`src/rtl/pwb_pkg.sv`:
```
package pwb_pkg;

    localparam int ADDR_W    = 32;
    localparam int IN_BYTES  = 4;
    localparam int DW_BYTES  = 8;
    localparam int IN_BITS   = IN_BYTES * 8;
    localparam int DW_BITS   = DW_BYTES * 8;
    localparam int LANE_GRPS = DW_BYTES / IN_BYTES;
    localparam int GRP_W     = $clog2(LANE_GRPS);
    localparam int IN_OFS_W  = $clog2(IN_BYTES);
    localparam int DW_OFS_W  = $clog2(DW_BYTES);
    localparam int WA_W      = ADDR_W - IN_OFS_W;
    localparam int DWA_W     = ADDR_W - DW_OFS_W;

    typedef logic [DWA_W-1:0]    dwaddr_t;
    typedef logic [DW_BITS-1:0]  dwdata_t;
    typedef logic [DW_BYTES-1:0] dwmask_t;

    typedef struct packed {
        dwaddr_t dwa;
        dwdata_t data;
        dwmask_t be;
        logic    last;
    } slot_t;

    function automatic dwaddr_t dw_of(input logic [WA_W-1:0] waddr);
        return waddr[WA_W-1:GRP_W];
    endfunction

    function automatic logic [GRP_W-1:0] grp_of(input logic [WA_W-1:0] waddr);
        return waddr[GRP_W-1:0];
    endfunction

endpackage

```
`src/rtl/pwb_merge.sv`:
```
module pwb_merge
    import pwb_pkg::*;
(
    input  dwdata_t                base_data,
    input  dwmask_t                base_be,
    input  logic                   fresh,
    input  logic [GRP_W-1:0]       grp,
    input  logic [IN_BITS-1:0]     beat_data,
    input  logic [IN_BYTES-1:0]    beat_be,
    output dwdata_t                out_data,
    output dwmask_t                out_be
);

    for (genvar j = 0; j < DW_BYTES; j++) begin : g_lane
        localparam int GIDX = j / IN_BYTES;
        localparam int KIDX = j % IN_BYTES;
        logic take;
        assign take = (grp == GRP_W'(GIDX)) && beat_be[KIDX];
        assign out_data[j*8 +: 8] = take  ? beat_data[KIDX*8 +: 8] :
                                    fresh ? 8'h00 : base_data[j*8 +: 8];
        assign out_be[j] = take || (!fresh && base_be[j]);
    end

endmodule

```
`src/rtl/pwb_ring.sv`:
```
module pwb_ring
    import pwb_pkg::*;
#(
    parameter int SLOTS = 4,
    localparam int IDX_W = (SLOTS > 1) ? $clog2(SLOTS) : 1
) (
    input  logic             clk,
    input  logic             rst,
    input  logic             we,
    input  logic [IDX_W-1:0] widx,
    input  slot_t            wslot,
    input  logic [IDX_W-1:0] open_idx,
    output dwaddr_t          open_dwa,
    output dwdata_t          open_data,
    output dwmask_t          open_be,
    input  logic [IDX_W-1:0] head_idx,
    output slot_t            head
);

    slot_t store_q [SLOTS];

    always_ff @(posedge clk) begin
        if (rst) begin
            for (int i = 0; i < SLOTS; i++) store_q[i] <= '0;
        end else if (we) begin
            store_q[widx] <= wslot;
        end
    end

    assign open_dwa  = store_q[open_idx].dwa;
    assign open_data = store_q[open_idx].data;
    assign open_be   = store_q[open_idx].be;
    assign head      = store_q[head_idx];

endmodule

```
`src/rtl/pci_wr_packer.sv`:
```
module pci_wr_packer
    import pwb_pkg::*;
#(
    parameter int SLOTS = 4
) (
    input  logic                clk,
    input  logic                rst,
    input  logic                in_valid,
    output logic                in_ready,
    input  logic [WA_W-1:0]     in_waddr,
    input  logic [IN_BITS-1:0]  in_data,
    input  logic [IN_BYTES-1:0] in_be,
    input  logic                in_last,
    output logic                mem_valid,
    input  logic                mem_ready,
    output logic [DWA_W-1:0]    mem_addr,
    output logic [DW_BITS-1:0]  mem_data,
    output logic [DW_BYTES-1:0] mem_be,
    output logic                wr_done
);

    localparam int IDX_W = (SLOTS > 1) ? $clog2(SLOTS) : 1;
    localparam int CNT_W = $clog2(SLOTS + 1);

    function automatic logic [IDX_W-1:0] step(input logic [IDX_W-1:0] p);
        return (p == IDX_W'(SLOTS - 1)) ? '0 : p + IDX_W'(1);
    endfunction

    logic [IDX_W-1:0] wr_q, rd_q, tgt;
    logic [CNT_W-1:0] cnt_q;
    logic             open_q, done_q;

    dwaddr_t open_dwa, beat_dwa;
    dwdata_t open_data, mrg_data;
    dwmask_t open_be, mrg_be;
    slot_t   head_s, new_s;

    logic       same, need_new, acc, pop;
    logic [1:0] commit_n;

    assign beat_dwa = dw_of(in_waddr);
    assign same     = open_q && (open_dwa == beat_dwa);
    assign need_new = open_q && !same;
    assign in_ready = same || ((int'(cnt_q) + int'(open_q)) < SLOTS);
    assign acc      = in_valid && in_ready;
    assign tgt      = need_new ? step(wr_q) : wr_q;
    assign commit_n = acc ? ({1'b0, need_new} + {1'b0, in_last}) : 2'd0;
    assign pop      = (cnt_q != '0) && mem_ready;

    pwb_merge u_merge (
        .base_data (open_data),
        .base_be   (open_be),
        .fresh     (!same),
        .grp       (grp_of(in_waddr)),
        .beat_data (in_data),
        .beat_be   (in_be),
        .out_data  (mrg_data),
        .out_be    (mrg_be)
    );

    always_comb begin
        new_s.dwa  = beat_dwa;
        new_s.data = mrg_data;
        new_s.be   = mrg_be;
        new_s.last = in_last;
    end

    pwb_ring #(.SLOTS(SLOTS)) u_ring (
        .clk       (clk),
        .rst       (rst),
        .we        (acc),
        .widx      (tgt),
        .wslot     (new_s),
        .open_idx  (wr_q),
        .open_dwa  (open_dwa),
        .open_data (open_data),
        .open_be   (open_be),
        .head_idx  (rd_q),
        .head      (head_s)
    );

    always_ff @(posedge clk) begin
        if (rst) begin
            wr_q   <= '0;
            rd_q   <= '0;
            cnt_q  <= '0;
            open_q <= 1'b0;
            done_q <= 1'b0;
        end else begin
            if (acc) begin
                wr_q   <= in_last ? step(tgt) : tgt;
                open_q <= !in_last;
            end
            if (pop) rd_q <= step(rd_q);
            cnt_q  <= cnt_q + CNT_W'(commit_n) - CNT_W'(pop);
            done_q <= pop && head_s.last;
        end
    end

    assign mem_valid = (cnt_q != '0);
    assign mem_addr  = head_s.dwa;
    assign mem_data  = head_s.data;
    assign mem_be    = head_s.be;
    assign wr_done   = done_q;

endmodule

```
`config.mk`:
```
export PLATFORM = sky130hd
export DESIGN_NAME = pci_wr_packer
export DESIGN_NICKNAME = d
export VERILOG_FILES = /design/src/rtl/pwb_pkg.sv /design/src/rtl/pwb_merge.sv /design/src/rtl/pwb_ring.sv /design/src/rtl/pci_wr_packer.sv
export SDC_FILE = /design/constraint.sdc
export NUM_CORES = 1
export LEC_CHECK = 0
export BUFFER_PORTS_ARGS = -buffer_cell sky130_fd_sc_hd__buf_2
export CAP_MARGIN = 20
export CORE_MARGIN = 2
export CORE_UTILIZATION = 50
export DETAILED_ROUTE_END_ITERATION = 7
export PLACE_DENSITY = 0.68
export SETUP_SLACK_MARGIN = 0.02
export SLEW_MARGIN = 25
export SYNTH_ARGS = -nofsm -noshare
export SYNTH_HDL_FRONTEND = slang
export SYNTH_SLANG_ARGS = --single-unit
export TNS_END_PERCENT = 5
```
`constraint.sdc`:
```
create_clock -name clk -period 10.1 [get_ports clk]
set_input_delay 0 -clock clk [delete_from_list [all_inputs] [get_ports clk]]
set_output_delay 0 -clock clk [all_outputs]
set_load 0.02 [all_outputs]
```
==> results of run 1 <==
[where the power goes]
part | switching (mW) | internal, mW
Combinational | 0.988 | 0.664
Sequential | 0.130 | 2.14
Clock | 0.696 | 0.950
Total | 1.81 | 3.75
[kinds of logic (layout without fill, tap and decap cells)]
family,Yosys count,count (layout),share of synthesized area (%)
AND/OR/NAND/NOR,565,565,12.5
XOR/XNOR,35,35,1.41
adder cells (fa/ha/maj),7,7,0.437
AO/OA/AOI/OAI,94,94,2.96
buffers and inverters,203,426,3.94
multiplexers,211,211,21.3
flip-flops,421,421,57.5
[cell usage in the layout (no fill, tap or decap), drive strengths merged, types with 27 or more instances in the layout]
master         n
xnor2         32
inv           86
edfxtp       408
nor2         171
and2          59
a21oi         42
mux4         201
and3          54
nand2        175
buf          196
clkbuf        53
o21ai         37
dlygate4sd3   64
nor2b         35
nand3b        27
[sequential cells by signal, indices dropped and copies added, names as in the netlist, named ones only]
signal          flops
u_ring.store_q    408
wr_done             1
wr_q                2
open_q              1
rd_q                2
cnt_q               3
[routing by layer]
metal	track usage, %	part of all wire, %	vias up
li1	-	-	6128
met1	35.8	39	7218
met2	42.2	48	700
met3	4.34	7.9	145
met4	11.4	4.4	2
met5	0	0.021	-
[path summary, 6_finish.rpt]
check,end,depth (start not counted),slack (ns),startpoint
worst max-delay path,u_ring.store_q[2][40]$_SDFFCE_PN0P_,12,4.08,flip-flop
worst min-delay path,flip-flop,4,0.01,in_valid
worst max register to register,u_ring.store_q[2][40]$_SDFFCE_PN0P_,12,4.08,flip-flop
worst min register to register,flip-flop,2,0.47,rd_q[1]$_SDFFE_PP0P_
[metrics by stage]
step	hold WS (ns)	power, mW	cell area (um^2)
after floorplan	0.0716	3.40	21800
after global placement	0.355	3.91	23100
after detailed placement	0.363	3.94	23100
after CTS	0.00104	5.59	25200
after global routing	0.0509	5.76	25200
final	0.0149	5.56	25200
[critical path: cells and delay by family, from the launching register on]
family,cells,cell delay (ns)
multiplexers,1,0.60
AND/OR/NAND/NOR,4,1.22
XOR/XNOR,1,0.16
buffers and inverters,4,2.12
flip-flops,1,0.54
AO/OA/AOI/OAI,2,0.83
[final cells by class]
class | instances | area share (%)
Sequential cell | 421 | 49.7
Multi-Input combinational cell | 912 | 33.5
Timing Repair Buffer | 260 | 6.82
Clock buffer | 53 | 4.75
Tap cell | 585 | 2.90
Inverter | 86 | 1.28
Clock inverter | 27 | 1.01
==> summary.md, run 1 <==
| Metric | Value |
|---|---|
| Netlist cell types | `44` |
| Drt first pass iters | `5` |
| CTS tree | `yes` |
| CTS buffer count | `46` |
| Final WL | `58300 um` |
| Slowest CP cell | `buf_6` |
| H-tree level count | `2` |
| Die area | `0.0452 mm^2` |
| Max Clk Rate | `166 MHz` |
| Post-synth top area cell | `edfxtp_1` |
| IO Pins | `175` |
| Post-CTS setup repair buffer count | `0` |
| Total gr overflow | `0` |
| IO Port Bufs | `174` |
| Setup CP Type | `flip-flop to flip-flop` |
| Synth top area share | `56.3%` |
| Synth top area cells | `edfxtp_1 56%, mux4_2 21%, nand2_1 3.0%` |
| Post-synth EDFFs | `408` |
| Cts repair resizes | `0` |
| Outcome | `complete, no violations` |
| CP cell instances | `buf_6 -> mux4_2 -> xnor2_1 -> nand4_1 -> a2111oi_4 -> nand3_2 -> buf_4 -> a211oi_4 -> buf_4 -> nand2_1 -> nand2b_4 -> buf_6` |
| DRC | `0` |
| Worst Path Required | `10.31 ns` |
| HP Class | `input port to flip-flop` |
| Reported max-cap violation count | `0` |
| CP max stage delay | `0.68 ns` |
| Max-slew headroom | `32.7%` |
| Dpl ws | `3.82 ns` |
| Count leader, synth | `edfxtp_1` |
| Ys flop type | `edfxtp_1` |
| Post-route ant nets | `0` |
| Tcrit/Tclk final | `59.6%` |
| Share of cells above drive strength 1 | `28.9%` |
| Diodes inserted | `0` |
| GRT Overall Usage | `26.3%` |
| Final instance count without filler cells | `2344` |
| Synth Area per Inst | `14.2 um^2` |
| Least-Margin Pin Slew | `1.01 ns` |
| Post-CTS Hold Buffers | `64` |
| Final count of hold timing violations | `0` |
| DP HPWL | `34400 um` |
| Worst vdd ir | `139 uV` |
| DR WL/cell | `24.9 um` |
| Fillcell total | `3430` |
| Sequential element share of the synthesized area | `57.5%` |
| Clock Skew | `0.0217 ns` |
| First-pass GRT wire length | `87200 um` |
| Root Buffer | `clkbuf_16` |
| Final WS setup | `4.08 ns` |
| Top cells by count, synth | `408 x edfxtp_1, 201 x mux4_2, 175 x nand2_1, 171 x nor2_1, 86 x inv_1` |
| Final setup violation count | `0` |
| Number of warnings issued by yosys | `0` |
| Critical path launch point type | `flip-flop` |
| Final Core Density | `58.7%` |
| Clk_lat worst skew | `0.59 ns` |
| #FFs+latches synth | `421` |
| Die Y | `213 um` |
| Async set-reset flop share out of synthesis | `0%` |
| Clock transition at path regs | `0.06 ns` |
| Pleak | `9.49 nW` |
| Crit-path max FO | `74` |
| Initial cell density of the core | `50.6%` |
| Largest net degree at the start of global routing | `82` |
| Area Overhead vs Synth | `15.9%` |
| Via/cell ratio | `6.06` |
| FF+latch area | `0.0125 mm^2` |
| Post-Synthesis Cells | `1536` |
| DRT iter0 DRCs | `1533` |
| Row cnt | `76` |
| Slew Viols, Final | `0` |
| Antenna violations before repair | `2` |
| Setup TNS | `0 ns` |
| Core ar. | `0.0430 mm^2` |
| Area taken by multi-input logic gates | `0.00845 mm^2` |
| Vias | `14200` |
| Die W | `213 um` |
| Placed Cells | `2199` |
| Final nets | `1805` |
| Power per cell area | `221 mW/mm^2` |
| Routability cong. | `0.888` |
| Clock tree buffer depth | `3` |
| RSZ-0062 raised after global routing | `no` |
| Min Clock Period, post-route | `6.02 ns` |
| CTS Sinks | `421` |
| Setup crit end kind | `flip-flop` |
| Net count after synthesis | `1614` |
| Critical Path AT | `6.23 ns` |
| Number of global-route vias before repair | `14400` |
| Syn Std Cell Area | `0.0218 mm^2` |
(Power assumes the default switching activity.)
==> run 2, diff against run 1 <==
--- a/config.mk
+++ b/config.mk
@@ -10,7 +10,7 @@
 export CORE_MARGIN = 2
 export CORE_UTILIZATION = 50
 export DETAILED_ROUTE_END_ITERATION = 7
-export PLACE_DENSITY = 0.68
+export PLACE_DENSITY = 0.71
 export SETUP_SLACK_MARGIN = 0.02
 export SLEW_MARGIN = 25
 export SYNTH_ARGS = -nofsm -noshare
==> constraint.sdc (replaced) <==
create_clock -name clk -period 5 [get_ports clk]
set_input_delay 0 -clock clk [delete_from_list [all_inputs] [get_ports clk]]
set_output_delay 0 -clock clk [all_outputs]
set_load 0.02 [all_outputs]
==> run 2 against run 1 <==
Effect of this change: register-to-register slack lost 3.4 ns; count of clock-buffer cells in the layout grew 8; routed wire length grew 2.3%; first-iteration DRC count grew 1.7%; largest power group unchanged; worst setup slack lost 3.4 ns; via count grew 2.7%; power grew 100%; critical path type unchanged; die area is the same; sequential share of layout area shrank 0.52 points.
==> summary.md, run 2 (synthesis results as in run 1) <==
| Metric | Value |
|---|---|
| Outcome | `complete, no violations` |
| Final instance count without filler cells | `2365` |
| Tcrit/Tclk final | `87.2%` |
| Total gr overflow | `0` |
| RSZ-0062 raised after global routing | `no` |
| Reported max-cap violation count | `0` |
| Largest net degree at the start of global routing | `124` |
| IO Port Bufs | `174` |
| Post-Layout Inst Area | `0.0255 mm^2` |
| Final nets | `1819` |
| CTS buffer count | `46` |
| Clk_lat worst skew | `0.59 ns` |
| Top Registers | `u_ring.store_q x408, cnt_q x3` |
| Via/cell ratio | `6.16` |
| DR WL/cell | `25.2 um` |
| First-pass GRT wire length | `88800 um` |
| Max Clk Rate | `229 MHz` |
| Clock transition at path regs | `0.06 ns` |
| Worst vdd ir | `332 uV` |
| Placed Cells | `2212` |
| Area post-placement | `0.0233 mm^2` |
| Die W | `213 um` |
| R2r setup slk | `0.64 ns` |
| Min Clock Period, post-route | `4.36 ns` |
| Final WL | `59600 um` |
| CP max stage delay | `0.56 ns` |
| Slowest CP cell | `dfxtp_4` |
| Antenna violations before repair | `1` |
| IO Pins | `175` |
| Area taken by multi-input logic gates | `0.00845 mm^2` |
| Initial cell density of the core | `50.6%` |
| Fillcell total | `3351` |
| CP cell instances | `buf_12 -> mux4_2 -> xnor2_1 -> nand4_1 -> a2111oi_4 -> nand3_2 -> buf_4 -> a211o_2 -> buf_4 -> a21oi_1 -> nor2b_1` |
| HP Class | `input port to flip-flop` |
| DRT iter0 DRCs | `1559` |
| Row cnt | `76` |
| Pleak | `9.61 nW` |
| Post-CTS setup repair buffer count | `0` |
| Critical Path AT | `4.78 ns` |
| Cts repair resizes | `0` |
| Final setup violation count | `0` |
| DRC | `0` |
| Setup CP Type | `flip-flop to flip-flop` |
| Final count of hold timing violations | `0` |
| Most common cell after layout, fill and taps aside | `edfxtp_1` |
| DP HPWL | `34900 um` |
| Worst Path Required | `5.42 ns` |
| CTS tree | `yes` |
| Die Y | `213 um` |
| Setup crit end kind | `flip-flop` |
| Power per cell area | `447 mW/mm^2` |
| Max reg flops | `408` |
| Vias | `14600` |
| CTS Sinks | `421` |
| Least-Margin Pin Slew | `1.11 ns` |
| Setup TNS | `0 ns` |
| GRT Overall Usage | `26.8%` |
| Routability cong. | `0.908` |
| Die area | `0.0452 mm^2` |
| Commonest non-fill, non-tap cells in the layout | `408 x edfxtp_1, 201 x mux4_2, 175 x nand2_1` |
| Share of cells above drive strength 1 | `29.0%` |
| FF+latch area | `0.0125 mm^2` |
| Crit-path max FO | `72` |
| Critical Path Most Common Cell | `buf_4` |
| Max-slew headroom | `26.2%` |
| Total Power | `11.4 mW` |
| Core ar. | `0.0430 mm^2` |
| Critical path launch point type | `flip-flop` |
| Clock tree buffer depth | `3` |
| H-tree level count | `2` |
| Number of global-route vias before repair | `14600` |
| Post-route ant nets | `0` |
| Area Overhead vs Synth | `17.1%` |
| Slew Viols, Final | `0` |
| Clock Skew | `0.0244 ns` |
| Drt first pass iters | `5` |
| Largest Register | `u_ring.store_q` |
| Root Buffer | `clkbuf_16` |
-- run 2: final cells by class --
type | instances | area share [%]
Tap cell | 585 | 2.87
Clock buffer | 61 | 4.82
Timing Repair Buffer | 274 | 7.63
Multi-Input combinational cell | 912 | 33.2
Antenna cell | 1 | 0.00982
Clock inverter | 25 | 1.03
Inverter | 86 | 1.27
Sequential cell | 421 | 49.2
-- run 2: path summary, 6_finish.rpt --
path                              from                             endpoint  cells past startpoint
setup reg to reg             flip-flop  u_ring.store_q[1][12]$_SDFFCE_PN0P_                     11
hold / removal                in_valid                            flip-flop                      4
setup / recovery             flip-flop  u_ring.store_q[1][12]$_SDFFCE_PN0P_                     11
hold reg to reg   rd_q[1]$_SDFFE_PP0P_                            flip-flop                      2
-- run 2: metrics by stage --
step           hold WS [ns]  worst slack (ns)  util [%]
6_report             0.0662             0.639      59.3
5_1_grt               0.109             0.328      59.3
4_1_cts              0.0467             0.601      59.3
3_5_place_dp          0.348             0.625      54.3
3_3_place_gp          0.343             0.728      54.2
2_1_floorplan        0.0716            -0.476         -
-- run 2: worst max-delay path: cells and delay by family, from the launching register on --
| family | cells | cell delay [ns] |
|---|---|---|
| compound gates | 3 | 1.31 |
| xor+xnor | 1 | 0.15 |
| buf+inv | 3 | 1.01 |
| flops | 1 | 0.56 |
| mux | 1 | 0.54 |
| simple gates | 3 | 0.57 |
-- run 2: layer usage --
| layer | global-route usage, % | up-vias | share of wire, % |
|---|---|---|---|
| met5 | 0 | - | 0 |
| met4 | 10.4 | 0 | 3.6 |
| met3 | 5.20 | 151 | 8.7 |
| met2 | 43.1 | 801 | 49 |
| met1 | 36.2 | 7442 | 39 |
| li1 | - | 6177 | - |
-- run 2: power by group --
group          leakage [nW]  internal, mW  total, mW  switching (mW)
logic                  4.52          1.39       3.41            2.02
registers              4.37          4.31       4.58           0.274
clock network         0.725          1.99       3.39            1.40
-- run 2: repair_timing --
action                                  in CTS  in global routing
endpoints found under the hold margin      263                  0
endpoints found under the setup margin       0                  0
hold buffers                                66                  0
